==> config.mk <==
export PLATFORM = sky130hd
export DESIGN_NAME = oneshot_retrig
export DESIGN_NICKNAME = d
export VERILOG_FILES = /design/src/rtl/oneshot_pkg.sv /design/src/rtl/os_sync.sv /design/src/rtl/os_trig_detect.sv /design/src/rtl/os_pulse_fsm.sv /design/src/rtl/oneshot_retrig.sv
export SDC_FILE = /design/constraint.sdc
export NUM_CORES = 1
export LEC_CHECK = 0
export ABC_AREA = 1
export BUFFER_PORTS_ARGS = -buffer_cell sky130_fd_sc_hd__buf_4
export CAP_MARGIN = 30
export CORE_MARGIN = 1
export CORE_UTILIZATION = 38
export CTS_CLUSTER_SIZE = 24
export DETAILED_ROUTE_END_ITERATION = 16
export GPL_ROUTABILITY_DRIVEN = 0
export SLEW_MARGIN = 20
export SYNTH_ARGS = -nofsm -noshare
export SYNTH_HDL_FRONTEND = slang
export SYNTH_SLANG_ARGS = --single-unit
==> constraint.sdc <==
create_clock -name clk -period 3 [get_ports clk]
set_input_delay 0.3 -clock clk [delete_from_list [all_inputs] [get_ports clk]]
set_output_delay 0.3 -clock clk [all_outputs]
set_load 0.02 [all_outputs]
==> src/rtl/oneshot_pkg.sv <==
`timescale 1ns/1ps
package oneshot_pkg;

    typedef enum logic [1:0] {
        ST_IDLE  = 2'd0,
        ST_PULSE = 2'd1,
        ST_HELD  = 2'd2
    } os_state_e;

    // Bit positions of the trigger inputs inside the detector's vector
    localparam int unsigned IDX_FALL = 0;
    localparam int unsigned IDX_RISE = 1;
    localparam int unsigned IDX_CLR  = 2;
    localparam int unsigned N_TRIG   = 3;

    function automatic int unsigned gap_bits(input int unsigned gap);
        return (gap < 2) ? 1 : $clog2(gap + 1);
    endfunction

endpackage

==> src/rtl/os_sync.sv <==
`timescale 1ns/1ps
module os_sync #(
    parameter int unsigned STAGES  = 2,
    parameter logic        RST_VAL = 1'b0
) (
    input  logic clk,
    input  logic rst,
    input  logic d_i,
    output logic q_o
);

    logic [STAGES-1:0] chain;

    generate
        if (STAGES == 1) begin : g_single
            always_ff @(posedge clk) begin
                if (rst) chain <= RST_VAL;
                else     chain <= d_i;
            end
        end else begin : g_multi
            always_ff @(posedge clk) begin
                if (rst) chain <= {STAGES{RST_VAL}};
                else     chain <= {chain[STAGES-2:0], d_i};
            end
        end
    endgenerate

    assign q_o = chain[STAGES-1];

endmodule

==> src/rtl/os_trig_detect.sv <==
`timescale 1ns/1ps
module os_trig_detect
    import oneshot_pkg::*;
#(
    parameter int unsigned STAGES = 2
) (
    input  logic clk,
    input  logic rst,
    input  logic fall_in_i,
    input  logic rise_in_i,
    input  logic clr_n_in_i,
    output logic valid_o,
    output logic clr_lvl_o,
    output logic fire_o
);

    localparam int unsigned SETTLE = STAGES + 1;
    localparam int unsigned CNT_W  = $clog2(SETTLE + 1);

    logic [N_TRIG-1:0] raw;
    logic [N_TRIG-1:0] cur;
    logic [N_TRIG-1:0] prev;
    logic [CNT_W-1:0]  settle_cnt;
    logic              fire_fall, fire_rise, fire_clr;

    assign raw[IDX_FALL] = fall_in_i;
    assign raw[IDX_RISE] = rise_in_i;
    assign raw[IDX_CLR]  = clr_n_in_i;

    generate
        for (genvar gi = 0; gi < N_TRIG; gi++) begin : g_sync
            os_sync #(.STAGES(STAGES), .RST_VAL(1'b0)) u_sync (
                .clk (clk),
                .rst (rst),
                .d_i (raw[gi]),
                .q_o (cur[gi])
            );
        end
    endgenerate

    always_ff @(posedge clk) begin
        if (rst) prev <= '0;
        else     prev <= cur;
    end

    // Edge detection only once prev holds a sample taken after reset
    always_ff @(posedge clk) begin
        if (rst)                              settle_cnt <= '0;
        else if (settle_cnt != CNT_W'(SETTLE)) settle_cnt <= settle_cnt + CNT_W'(1);
    end

    assign valid_o = (settle_cnt == CNT_W'(SETTLE));

    always_comb begin
        fire_fall = prev[IDX_FALL] & ~cur[IDX_FALL] & cur[IDX_RISE] & cur[IDX_CLR];
        fire_rise = ~prev[IDX_RISE] & cur[IDX_RISE] & ~cur[IDX_FALL] & cur[IDX_CLR];
        fire_clr  = ~prev[IDX_CLR] & cur[IDX_CLR] & ~cur[IDX_FALL] & cur[IDX_RISE];
    end

    assign fire_o    = valid_o & (fire_fall | fire_rise | fire_clr);
    assign clr_lvl_o = cur[IDX_CLR];

endmodule

==> src/rtl/os_pulse_fsm.sv <==
`timescale 1ns/1ps
module os_pulse_fsm
    import oneshot_pkg::*;
#(
    parameter int unsigned WIDTH_W = 16,
    parameter int unsigned MIN_GAP = 4,
    localparam int unsigned GAP_W  = gap_bits(MIN_GAP)
) (
    input  logic               clk,
    input  logic               rst,
    input  logic               valid_i,
    input  logic               clr_lvl_i,
    input  logic               fire_i,
    input  logic [WIDTH_W-1:0] width_i,
    output logic               pulse_o,
    output logic               pulse_n_o,
    output logic [WIDTH_W-1:0] remain_o,
    output logic [GAP_W-1:0]   gap_o
);

    os_state_e          state, state_d;
    logic [WIDTH_W-1:0] remain, remain_d;
    logic [GAP_W-1:0]   gap_cnt;
    logic               clear, gap_sat, accept, width_nz;

    assign clear    = valid_i & ~clr_lvl_i;
    assign gap_sat  = (gap_cnt == GAP_W'(MIN_GAP));
    assign accept   = fire_i & ((state != ST_PULSE) | gap_sat);
    assign width_nz = (width_i != '0);

    always_comb begin
        state_d  = state;
        remain_d = remain;
        unique case (state)
            ST_IDLE: begin
                if (clear) begin
                    state_d = ST_HELD;
                end else if (accept && width_nz) begin
                    state_d  = ST_PULSE;
                    remain_d = width_i - WIDTH_W'(1);
                end
            end
            ST_PULSE: begin
                if (clear) begin
                    state_d  = ST_HELD;
                    remain_d = '0;
                end else if (accept) begin
                    if (width_nz) remain_d = width_i - WIDTH_W'(1);
                    else          state_d  = ST_IDLE;
                end else if (remain == '0) begin
                    state_d = ST_IDLE;
                end else begin
                    remain_d = remain - WIDTH_W'(1);
                end
            end
            ST_HELD: begin
                if (!clear) begin
                    if (accept && width_nz) begin
                        state_d  = ST_PULSE;
                        remain_d = width_i - WIDTH_W'(1);
                    end else begin
                        state_d = ST_IDLE;
                    end
                end
            end
            default: state_d = ST_IDLE;
        endcase
    end

    // State register
    always_ff @(posedge clk) begin
        if (rst) begin
            state  <= ST_IDLE;
            remain <= '0;
        end else begin
            state  <= state_d;
            remain <= remain_d;
        end
    end

    // Spacing counter since the last accepted trigger, saturating
    always_ff @(posedge clk) begin
        if (rst)           gap_cnt <= GAP_W'(MIN_GAP);
        else if (accept)   gap_cnt <= GAP_W'(1);
        else if (!gap_sat) gap_cnt <= gap_cnt + GAP_W'(1);
    end

    // Output register
    always_ff @(posedge clk) begin
        if (rst) begin
            pulse_o   <= 1'b0;
            pulse_n_o <= 1'b1;
        end else begin
            pulse_o   <= (state_d == ST_PULSE);
            pulse_n_o <= (state_d != ST_PULSE);
        end
    end

    assign remain_o = remain;
    assign gap_o    = gap_cnt;

endmodule

==> src/rtl/oneshot_retrig.sv <==
`timescale 1ns/1ps
module oneshot_retrig
    import oneshot_pkg::*;
#(
    parameter int unsigned WIDTH_W     = 16,
    parameter int unsigned MIN_GAP     = 4,
    parameter int unsigned SYNC_STAGES = 2,
    localparam int unsigned GAP_W      = gap_bits(MIN_GAP)
) (
    input  logic               clk,
    input  logic               rst,
    input  logic               trig_fall_i,
    input  logic               trig_rise_i,
    input  logic               clr_n_i,
    input  logic [WIDTH_W-1:0] width_i,
    output logic               pulse_o,
    output logic               pulse_n_o
);

    logic               det_valid;
    logic               clr_lvl;
    logic               fire;
    logic [WIDTH_W-1:0] remain;
    logic [GAP_W-1:0]   gap_cnt;

    os_trig_detect #(.STAGES(SYNC_STAGES)) u_detect (
        .clk        (clk),
        .rst        (rst),
        .fall_in_i  (trig_fall_i),
        .rise_in_i  (trig_rise_i),
        .clr_n_in_i (clr_n_i),
        .valid_o    (det_valid),
        .clr_lvl_o  (clr_lvl),
        .fire_o     (fire)
    );

    os_pulse_fsm #(.WIDTH_W(WIDTH_W), .MIN_GAP(MIN_GAP)) u_fsm (
        .clk       (clk),
        .rst       (rst),
        .valid_i   (det_valid),
        .clr_lvl_i (clr_lvl),
        .fire_i    (fire),
        .width_i   (width_i),
        .pulse_o   (pulse_o),
        .pulse_n_o (pulse_n_o),
        .remain_o  (remain),
        .gap_o     (gap_cnt)
    );

endmodule

# Word-level counts from Yosys, hierarchy flattened
# Index checks and enable logic that the tools add are counted.
# op_classes
n_addsub	4
mul	0
n_div	0
n_lt_le_gt_ge	0
eq_ne	13
n_shift	0
mux	18
bitwise	19
reduce_logical	8
# ops
operator	n
$mux 16	6
$pmux 16 s2	1
$sub 16x1->16 const B	2
$logic_not 16->1	1
$reduce_bool 16->1	1
$mux 2	7
$and 1x1->1	12
$mux 3	2
$ne 2x1->1 const B	3
$ne 2x2->1 const B	3
$pmux 2 s3	1
$reduce_and 5->1	1
$eq 2x1->1 const B	2
$eq 2x2->1 const B	2
$ne 4x2->1 const B	1
$ne 4x3->1 const B	1
$not 1->1	4
$reduce_or 2->1	2
$add 3x1->3 const B	1
$eq 3x3->1 const B	1
$or 1x1->1	3
$add 2x1->2 const B	1
$logic_not 2->1	1
$reduce_bool 2->1	1
2 further kinds	2
# totals
register_bits	34
latchBits	0
ramBits	0
romBits	0
elab_cells	73
memories	0

# Depth between registers and ports, before layout
# Gate-level depths: netlist of the first run.
# depth
ltp_word	13
ltp_mapped	12

# Cells and area by module
# From an unflattened synthesis of the first run, not the netlist that was laid out.
# hier_totals
cells_unflattened	389
hier_area_um2	2406.1
# by_module_without_submodules
module	instances	cells_each	area_per_inst_um2	seq_area_each_um2
os_pulse_fsm	1	341	2031.9	460.4
os_trig_detect	1	30	209.0	100.1
os_sync	3	6	55.1	40.0

# Worst setup path before layout of the first run
# Ideal clock, no wire load.
# synth_path
path_type	register to register
startpoint	register u_detect.settle_cnt[0]
endpoint	register u_fsm.remain[5] (netlist: u_fsm.remain_o[5])
arrival_ps	1642
path_slack_ps	1242
stages_incl_launch_ff	12
path_buffers	1
path_cell_list	dfxtp_1 -> ha_1 -> nand2_1 -> nor2_1 -> nand2_1 -> nor2_2 -> nand2_1 -> a21oi_2 -> nand2_4 -> buf_6 -> nor2_1 -> nor2_1
# synth_between
elab_chain_cells	6
elab_cells_between_ends	13
# synth_rtl
item	line_no	source
from (decl)	os_trig_detect.sv:23	logic [CNT_W-1:0] settle_cnt;
from (signal assigned)	os_trig_detect.sv:49	else if (settle_cnt != CNT_W'(SETTLE)) settle_cnt <= settle_cnt + CNT_W'(1);
$eq 2x2->1 (*)	os_trig_detect.sv:52	assign valid_o = (settle_cnt == CNT_W'(SETTLE));
$and 1x1->1	os_trig_detect.sv:60	assign fire_o = valid_o & (fire_fall | fire_rise | fire_clr);
$and 1x1->1	os_pulse_fsm.sv:28	assign accept = fire_i & ((state != ST_PULSE) | gap_sat);
$mux 16 / $logic_and 1x1->1 (equally long branches)	os_pulse_fsm.sv:47, os_pulse_fsm.sv:38, os_pulse_fsm.sv:58	
$mux 16 / $ne 2x1->1 (equally long branches)	n/a	
$pmux 16 s2 / $reduce_and 5->1 (equally long branches)	n/a	
to (signal assigned)	os_pulse_fsm.sv:77	remain <= remain_d;
to (decl)	os_pulse_fsm.sv:22	logic [WIDTH_W-1:0] remain, remain_d;
# Every way passes the cells marked *; elsewhere a longest branch is shown, timed or not.
# A chain may end at the register's enable or synchronous reset.

# Final worst setup path of the first run
# layout_path
startpoint	register u_detect.settle_cnt[0]
endpoint	register u_fsm.remain[1] (netlist: u_fsm.remain_o[1])
# Same word-level chain as after synthesis.

==> metrics, run 1 <==
outcome=complete, no violations; Final setup viols=0; Netlist cell types=31; share of layout cells above drive strength 1=14.3%; CTS tree=done; area grow syn2layout=13.8%; Cells after DPL=459; DR vias=2298; first-pass GRT wire length=9610 µm; period utilisation layout=66.5%; total gr overflow=0; Final ANT Viol Nets=0; DP HPWL=4420 µm; mapped cell area=0.00232 mm²; switching share of power=27.3%; Fillers=608; fin nets=419; CTS max path bufs=2; die area=0.00643 mm²; synthesis-stage register bit count=34; WP data required=3180 ps; final cell count without fillers=467; largest net degree at the start of global routing=18; maximum vdd drop=0.257 mV; Place WS=1020 ps; P_int=0.000712 W; Max Fclk=502 MHz; Ys Warns=0; H-tree depth=2; crit path time final=1990 ps; crit path buf inv count=0; first drt pass iteration count=4; Placement Rows=28; CTS root buffer=clkbuf_8; R2R Setup Slk=1010 ps; clk slew on worst S/H paths=70 ps; Total Routing Usage GR=19.2%; Max stage delay on crit path=350 ps; Worst-Skew Late Latency=280 ps; crit-path cells=ha_1, nand2_1, nor2_1, nand2_1, nor2_2, nand2_1, a21oi_2, nand2_4, o21ai_0, nor2_1; Seq/Total Area, Yosys=29.3%; Critical Path AT=2170 ps; DR vias/cell=4.92; Clock Power Share=36.4%; most common cell after layout, fill and taps aside=nand2_1; Resized Gates After CTS=0; cts hold-fix bufs=0; Flop pwr share=49.2%; setup ws final=1010 ps; Final Power=0.000979 W; P_leak=1.26 nW; Net Switching=0.000267 W; Die Height=80.2 µm; worst rel slew slack=64.8%; final setup TNS=0 ps; Fin Hold WS=216 ps; most used cell, CP=nand2_1; initial antenna violation count=0; Synth Area per Inst=6.33 µm²; Hold Path Class=in2reg; Port Buffers=22; Top delay family on crit path=simple AND/OR/NAND/NOR gates; core box area=0.00592 mm²; Routed WL per cell=12.2 µm; Slowest-stage cell, CP=dfxtp_1; chip width=80.2 µm; DRT iter0 DRCs=112; clock skew=10.0 ps; Initial Util=39.2%; CP startpoint kind=flop; Worst setup EP type=flop; Post-CTS Setup Inserts=0; Num Clock Sinks=34; Fin. Hold Viols=0; max-slew violations=0; Cells after Synth=367; vias in the first global route=2061; Cell Pwr Density=370 mW/mm²; RSZ-0062 raised after global routing=no; I/O pins=23; CP Max Fanout=13; Ant. Diodes=0; syn nets=395; logic gate share of total power=14.5%; critical path class=reg2reg; wirelength, routed=5690 µm; Worst Tran Pin Value=524 ps; max_cap viols=0; Post-route DRC=0; commonest cells after routing, fill and taps aside=79 x nand2_1, 78 x nor2_1, 42 x inv_1; CTS Buf Count=5
## area by class of cell
type	count	area [µm²]	share of cell area (%)
inverter	46	173	6.53
tap	75	93.8	3.55
timing repair buffer	22	165	6.25
multi-input combinational	282	1440	54.3
clock inverter	2	12.5	0.473
sequential	34	681	25.7
clock buffer	6	82.6	3.12
## state kept, by name (all words and copies together) (netlist names)
| register | flops |
|---|---|
| u_fsm.gap_o | 3 |
| u_fsm.pulse_n_o | 1 |
| u_detect.g_sync.u_sync.chain | 6 |
| u_fsm.remain_o | 16 |
| u_fsm.pulse_o | 1 |
| u_fsm.state | 2 |
| u_detect.prev | 3 |
| u_detect.settle_cnt | 2 |
## Yosys cell counts
| master | instances | area [µm²] |
|---|---|---|
| nand2_4 | 3 | 33.8 |
| nor2_2 | 4 | 25.0 |
| nor2_4 | 2 | 22.5 |
| or2_2 | 3 | 18.8 |
| a31oi_1 | 1 | 6.26 |
| buf_6 | 2 | 22.5 |
| nand3_4 | 1 | 17.5 |
| nand3_1 | 33 | 165 |
| dfxtp_1 | 34 | 681 |
| nand2_2 | 4 | 25.0 |
| o21bai_1 | 1 | 7.51 |
| inv_2 | 4 | 15.0 |
| o22ai_1 | 6 | 37.5 |
| nand3b_1 | 2 | 15.0 |
| nor3_1 | 4 | 20.0 |
| inv_1 | 42 | 158 |
| a21oi_2 | 3 | 26.3 |
| o21a_1 | 1 | 7.51 |
| o21ai_1 | 6 | 30.0 |
| ha_1 | 7 | 87.6 |
| nand2_1 | 79 | 297 |
| xnor2_1 | 4 | 35.0 |
| nor3_2 | 1 | 10.0 |
| a31o_2 | 1 | 8.76 |
| nand4_1 | 3 | 18.8 |
| clkbuf_1 | 3 | 11.3 |
| xor2_1 | 13 | 114 |
| o211ai_1 | 2 | 15.0 |
| o21ai_0 | 13 | 65.1 |
| a21oi_1 | 7 | 35.0 |
| nor2_1 | 78 | 293 |
## logic make-up (layout without fill, tap and decap cells)
group,count (synthesis),in the layout,share of synthesized area [%]
xor+xnor,17,17,6.41
flops,34,34,29.3
compound gates,41,41,10.3
fa+ha+maj,7,7,3.77
simple gates,217,217,41.4
buf+inv,51,76,8.88
## power by group through the flow
stage	combinational, W	sequential, W	clock, W
3_5_place_dp	0.000142	0.000491	0
4_1_cts	0.000143	0.000481	0.000373
5_1_grt	0.000164	0.000484	0.000391
3_3_place_gp	0.000140	0.000491	0
6_report	0.000142	0.000481	0.000356
2_1_floorplan	0.0000938	0.000489	0
## metrics by stage
stage | util (%) | instance area (µm²)
global route | 44.7 | 2640
finish | 44.7 | 2640
floorplan | - | 2320
CTS | 44.7 | 2640
global placement | 43.0 | 2550
detailed placement | 43.0 | 2550
## per-layer routing
layer	vias up	routed length (µm)	global-route usage, %
met1	1038	2820	26.5
met2	46	2590	31.4
met5	-	0	0
li1	1210	-	-
met3	4	243	3.52
met4	0	40	3.39
## worst paths after layout
check | from | to | cells after the start
worst min-delay path | clr_n_i | u_detect.g_sync[2].u_sync.chain[0] | 3
worst min register to register | u_detect.g_sync[1].u_sync.chain[0] | u_detect.g_sync[1].u_sync.chain[1] | 2
worst max-delay path | u_detect.settle_cnt[0] | u_fsm.remain_o[1] | 10
worst max register to register | u_detect.settle_cnt[0] | u_fsm.remain_o[1] | 10
## worst reg2reg max path, stage by stage, from the launching register on
cell and delay, ps:
dfxtp_1 350, ha_1 190, nand2_1 60, nor2_1 220, nand2_1 100, nor2_2 160, nand2_1 100, a21oi_2 280
nand2_4 170, o21ai_0 200, nor2_1 50
(Power assumes the default switching activity.)
==> run 2, diff against run 1 <==
clock period = 1.85 ns   (was 3 ns; I/O delays follow)
==> metrics, run 2 (synthesis gave the netlist of run 1 again) <==
Critical R2R Capture=u_fsm.remain_o[8]; first-pass GRT wire length=10100 µm; Port Buffers=22; critical path class=reg2reg; DRT iter0 DRCs=122; WHS Endpoint=u_detect.g_sync[1].u_sync.chain[0]; max FFs per register=16; met2 wire len=2760 µm; Routed WL per cell=12.5 µm; vias in the first global route=2236; Worst-Skew Late Latency=290 ps; DR vias=2352; CP startpoint kind=flop; Fin Hold WS=96.5 ps; maximum vdd drop=0.440 mV; Place WS=73.0 ps; worst rel slew slack=65.8%; total gr overflow=0; clock skew=7.85 ps; reg-to-reg startpoint=u_detect.settle_cnt[0]; most common cell after layout, fill and taps aside=nand2_1; Cell Pwr Density=614 mW/mm²; Worst Tran Pin Value=513 ps; highest layer used for signal routing=met4; area grow syn2layout=21.6%; commonest cells after routing, fill and taps aside=77 x nand2_1, 75 x nor2_1, 42 x inv_1; CTS tree=done; setup ws final=126 ps; P_leak=1.35 nW; Max Fclk=580 MHz; register area=684 µm²; Hold Path Class=in2reg; Placement Rows=28; DP HPWL=4530 µm; largest net degree at the start of global routing=18; Fin. Hold Viols=0; DR vias/cell=4.90; Fillers=599; first drt pass iteration count=4; Critical Path AT=1890 ps; max-slew violations=0; WL met1=2880 µm; Num Clock Sinks=34; period utilisation layout=93.2%; Total Routing Usage GR=20.3%; H-tree depth=2; HP Start=trig_rise_i; chip width=80.2 µm; Register-to-Register Path Depth=11; cts hold-fix bufs=0; I/O pins=23; share of layout cells above drive strength 1=19.3%; multi-input logic area=0.00150 mm²; CTS Buf Count=5; Post-route DRC=0; Ant. Diodes=0; outcome=complete, no violations; initial antenna violation count=0; clk slew on worst S/H paths=70 ps; wirelength, routed=6000 µm; hold path depth=3; Routed met3 length=244 µm; Final ANT Viol Nets=0; core box area=0.00592 mm²; CTS max path bufs=2; Worst setup EP type=flop; fin nets=432; WP data required=2020 ps; max_cap viols=0; R2R Setup Slk=130 ps; crit path time final=1720 ps; CP Max Fanout=4; die area=0.00643 mm²; Initial Util=39.2%; Final setup viols=0; Die Height=80.2 µm; CTS root buffer=clkbuf_8
-- run 2: changes by cell type in the layout (fill, tap and decap cells not counted), moves of 2 or more --
| cell | change |
|---|---|
| buf_4 | +11 |
| dfxtp_1 | -3 |
| dfxtp_2 | +3 |
| nor2_1 | -3 |
| inv_2 | -2 |
| inv_4 | +2 |
| nand2_1 | -2 |
| nand2_4 | +2 |
| nor2_2 | +2 |
| o21ai_0 | -2 |
| o21ai_1 | +2 |
-- run 2: worst max path at each step --
| stage | from | cells past startpoint | endpoint | slack (ps) |
|---|---|---|---|---|
| after floorplan | u_detect.settle_cnt[0] | 11 | u_fsm.remain_o[5] | 90 |
| after global routing | u_detect.settle_cnt[0] | 11 | u_fsm.remain_o[12] | -50 |
| final | u_detect.settle_cnt[0] | 11 | u_fsm.remain_o[8] | 130 |
| after CTS | u_fsm.gap_o[0] | 11 | u_fsm.remain_o[4] | 50 |
| after global placement | u_fsm.gap_o[0] | 11 | u_fsm.remain_o[4] | 80 |
| after detailed placement | u_detect.settle_cnt[0] | 10 | u_fsm.remain_o[1] | 70 |
-- run 2: through the flow --
stage,cells,util [%],area (µm²),TNS (ps),power (W)
floorplan,367,-,2320,0,0.000944
global placement,470,44.4,2630,0,0.00103
global route,480,47.7,2830,-285,0.00182
detailed placement,470,44.4,2630,0,0.00103
finish,480,47.7,2830,0,0.00173
CTS,478,46.4,2750,0,0.00173
-- run 2: final cells by class --
cell class | instances | share of cell area (%)
clock inverter | 3 | 1.59
timing repair buffer | 34 | 9.17
sequential | 34 | 24.2
clock buffer | 5 | 2.44
multi-input combinational | 283 | 53.0
tap | 75 | 3.32
inverter | 46 | 6.29
-- run 2: report_power, final --
| part | switching, W | internal [W] |
|---|---|---|
| clock | 0.000290 | 0.000401 |
| combinational | 0.000147 | 0.000108 |
| sequential | 0.0000228 | 0.000765 |
| total | 0.000460 | 0.00127 |
-- run 2: what timing repair did --
action | 4_1_cts | 5_1_grt
setup buffers | 0 | 1
gates resized for setup | 0 | 20
endpoints found under the setup margin | 0 | 19
-- run 2: layer usage --
| metal | global-route usage, % | up-vias |
|---|---|---|
| li1 | - | 1243 |
| met1 | 27.5 | 1052 |
| met2 | 32.6 | 45 |
| met3 | 3.52 | 12 |
| met4 | 6.43 | 0 |
| met5 | 0 | - |
-- run 2: worst max-delay path, stage by stage, from the launching register on --
cell     delay [ps]
dfxtp_2         370
ha_4            140
nand2_1          60
nor2_2          150
nand2_1          80
nor2_2          140
nand2_2         100
a21oi_4         230
buf_6           140
nand3_1          60
nand2_1          60
a21oi_1          60
==> run 3, diff against run 2 <==
clock period = 1.57 ns   (was 1.85 ns; I/O delays follow)
==> metrics, run 3 (synthesis gave the netlist of run 1 again) <==
outcome=finished with violations; violated checks=setup timing; Worst Tran Pin Value=322 ps; most common cell after layout, fill and taps aside=nand2_1; fin util=55.6%; max_cap viols=0; Design Area, Final=0.00329 mm²; Cell Pwr Density=640 mW/mm²; CP startpoint kind=flop; Worst setup EP type=flop; clock skew=8.07 ps; Port Buffers=22; DR vias=2527; WL met1=3230 µm; Critical Path AT=1920 ps; multi-input logic area=0.00166 mm²; initial antenna violation count=0; CP Max Fanout=6; Routed WL per cell=13.3 µm; max-slew violations=0; Fin. Hold Viols=0; Fin Hold WS=64.3 ps; I/O pins=23; critical path class=reg2reg; Total Routing Usage GR=22.6%; period utilisation layout=110%; Ant. Diodes=0; fin nets=470; Placed Area=0.00296 mm²; chip width=80.2 µm; H-tree depth=2; Fillers=584; CTS root buffer=clkbuf_8; Die Height=80.2 µm; clk slew on worst S/H paths=70 ps; P_leak=1.61 nW; setup ws final=-154 ps; Routed met3 length=308 µm; die area=0.00643 mm²; share of layout cells above drive strength 1=33.2%; CTS max path bufs=2; met2 wire len=3250 µm; Initial Util=39.2%; Final Power=0.00211 W; Final ANT Viol Nets=0; worst rel slew slack=78.4%; commonest cells after routing, fill and taps aside=71 x nand2_1, 67 x buf_4, 66 x nor2_1; DR vias/cell=4.88; first-pass GRT wire length=10900 µm; vias in the first global route=2361; RSZ-0062 raised after global routing=yes; DP HPWL=5070 µm; first drt pass iteration count=4; Worst-Skew Late Latency=290 ps; Hold Path Class=in2reg; crit path time final=1720 ps; DRT iter0 DRCs=155; Post-route DRC=0; Final setup viols=18; max FFs per register=16; maximum vdd drop=0.565 mV; CTS tree=done; register area=684 µm²; highest layer used for signal routing=met4; total gr overflow=0; Placement Rows=28; wirelength, routed=6890 µm; WP data required=1760 ps; core box area=0.00592 mm²; Max Fclk=580 MHz; area grow syn2layout=41.6%; CTS Buf Count=5; Num Clock Sinks=34; largest net degree at the start of global routing=18
[run 3: changes by cell type in the layout (fill, tap and decap cells not counted), moves of 4 or more]
cell     previous run  this run
nor2_2              6        11
nor2_1             75        66
nand2_1            77        71
nand3_1            33        27
nand3_2             0         6
buf_4              33        67
o21ai_1             8        13
nor2_4              3         7
nand2_4             5        10
o21ai_0            11         5
[run 3: final cells by class]
| class | instances | area share [%] |
|---|---|---|
| Multi-Input combinational cell | 284 | 50.4 |
| Sequential cell | 34 | 20.8 |
| Timing Repair Buffer | 71 | 17.2 |
| Inverter | 46 | 5.40 |
| Clock buffer | 8 | 3.35 |
| Tap cell | 75 | 2.85 |
[run 3: final timing paths]
| check | start | end | slack (ps) | depth (start not counted) |
|---|---|---|---|---|
| max reg2reg | u_detect.settle_cnt[0] | u_fsm.remain_o[6] | -150 | 11 |
| max | u_detect.settle_cnt[0] | u_fsm.remain_o[6] | -150 | 11 |
| min reg2reg | u_detect.g_sync[2].u_sync.chain[0] | u_detect.g_sync[2].u_sync.chain[1] | 400 | 2 |
| min | trig_rise_i | u_detect.g_sync[1].u_sync.chain[0] | 60 | 3 |
[run 3: power by group]
part	switching, W	leakage, nW	internal (W)
sequential	0.0000262	0.277	0.000902
clock	0.000328	0.0575	0.000443
combinational	0.000211	1.27	0.000196
[run 3: stage by stage]
stage               std cells  TNS (ps)  setup WS, ps
floorplan                 367         0          4.24
global placement          504      -807         -98.3
detailed placement        504      -893         -87.5
CTS                       515      -609         -74.9
global route              518     -3230          -224
finish                    518     -1640          -154
[run 3: layer usage]
layer  up-vias  global-route usage, %
li1       1317                      -
met1      1133                   28.9
met2        66                   39.0
met3        11                   4.32
met4         0                   5.36
met5         -                      0
[run 3: critical path, cell delays in order, from the launching register on]
cell and delay [ps]:
dfxtp_2 360, ha_4 160, nand2_4 50, nor2_4 110
nand2_2 70, nor2_4 120, nand2_2 90, a21oi_4 250
buf_12 150, nand2_4 90, nor2_1 120, nor2_1 50
[run 3: repair_timing]
action | in CTS | in global routing
gates resized for setup | 30 | 22
pin swaps | 11 | 7
hold buffers | 0 | 0
buffers inserted | 2 | 2
setup endpoints to repair | 19 | 20
gates cloned | 1 | 1
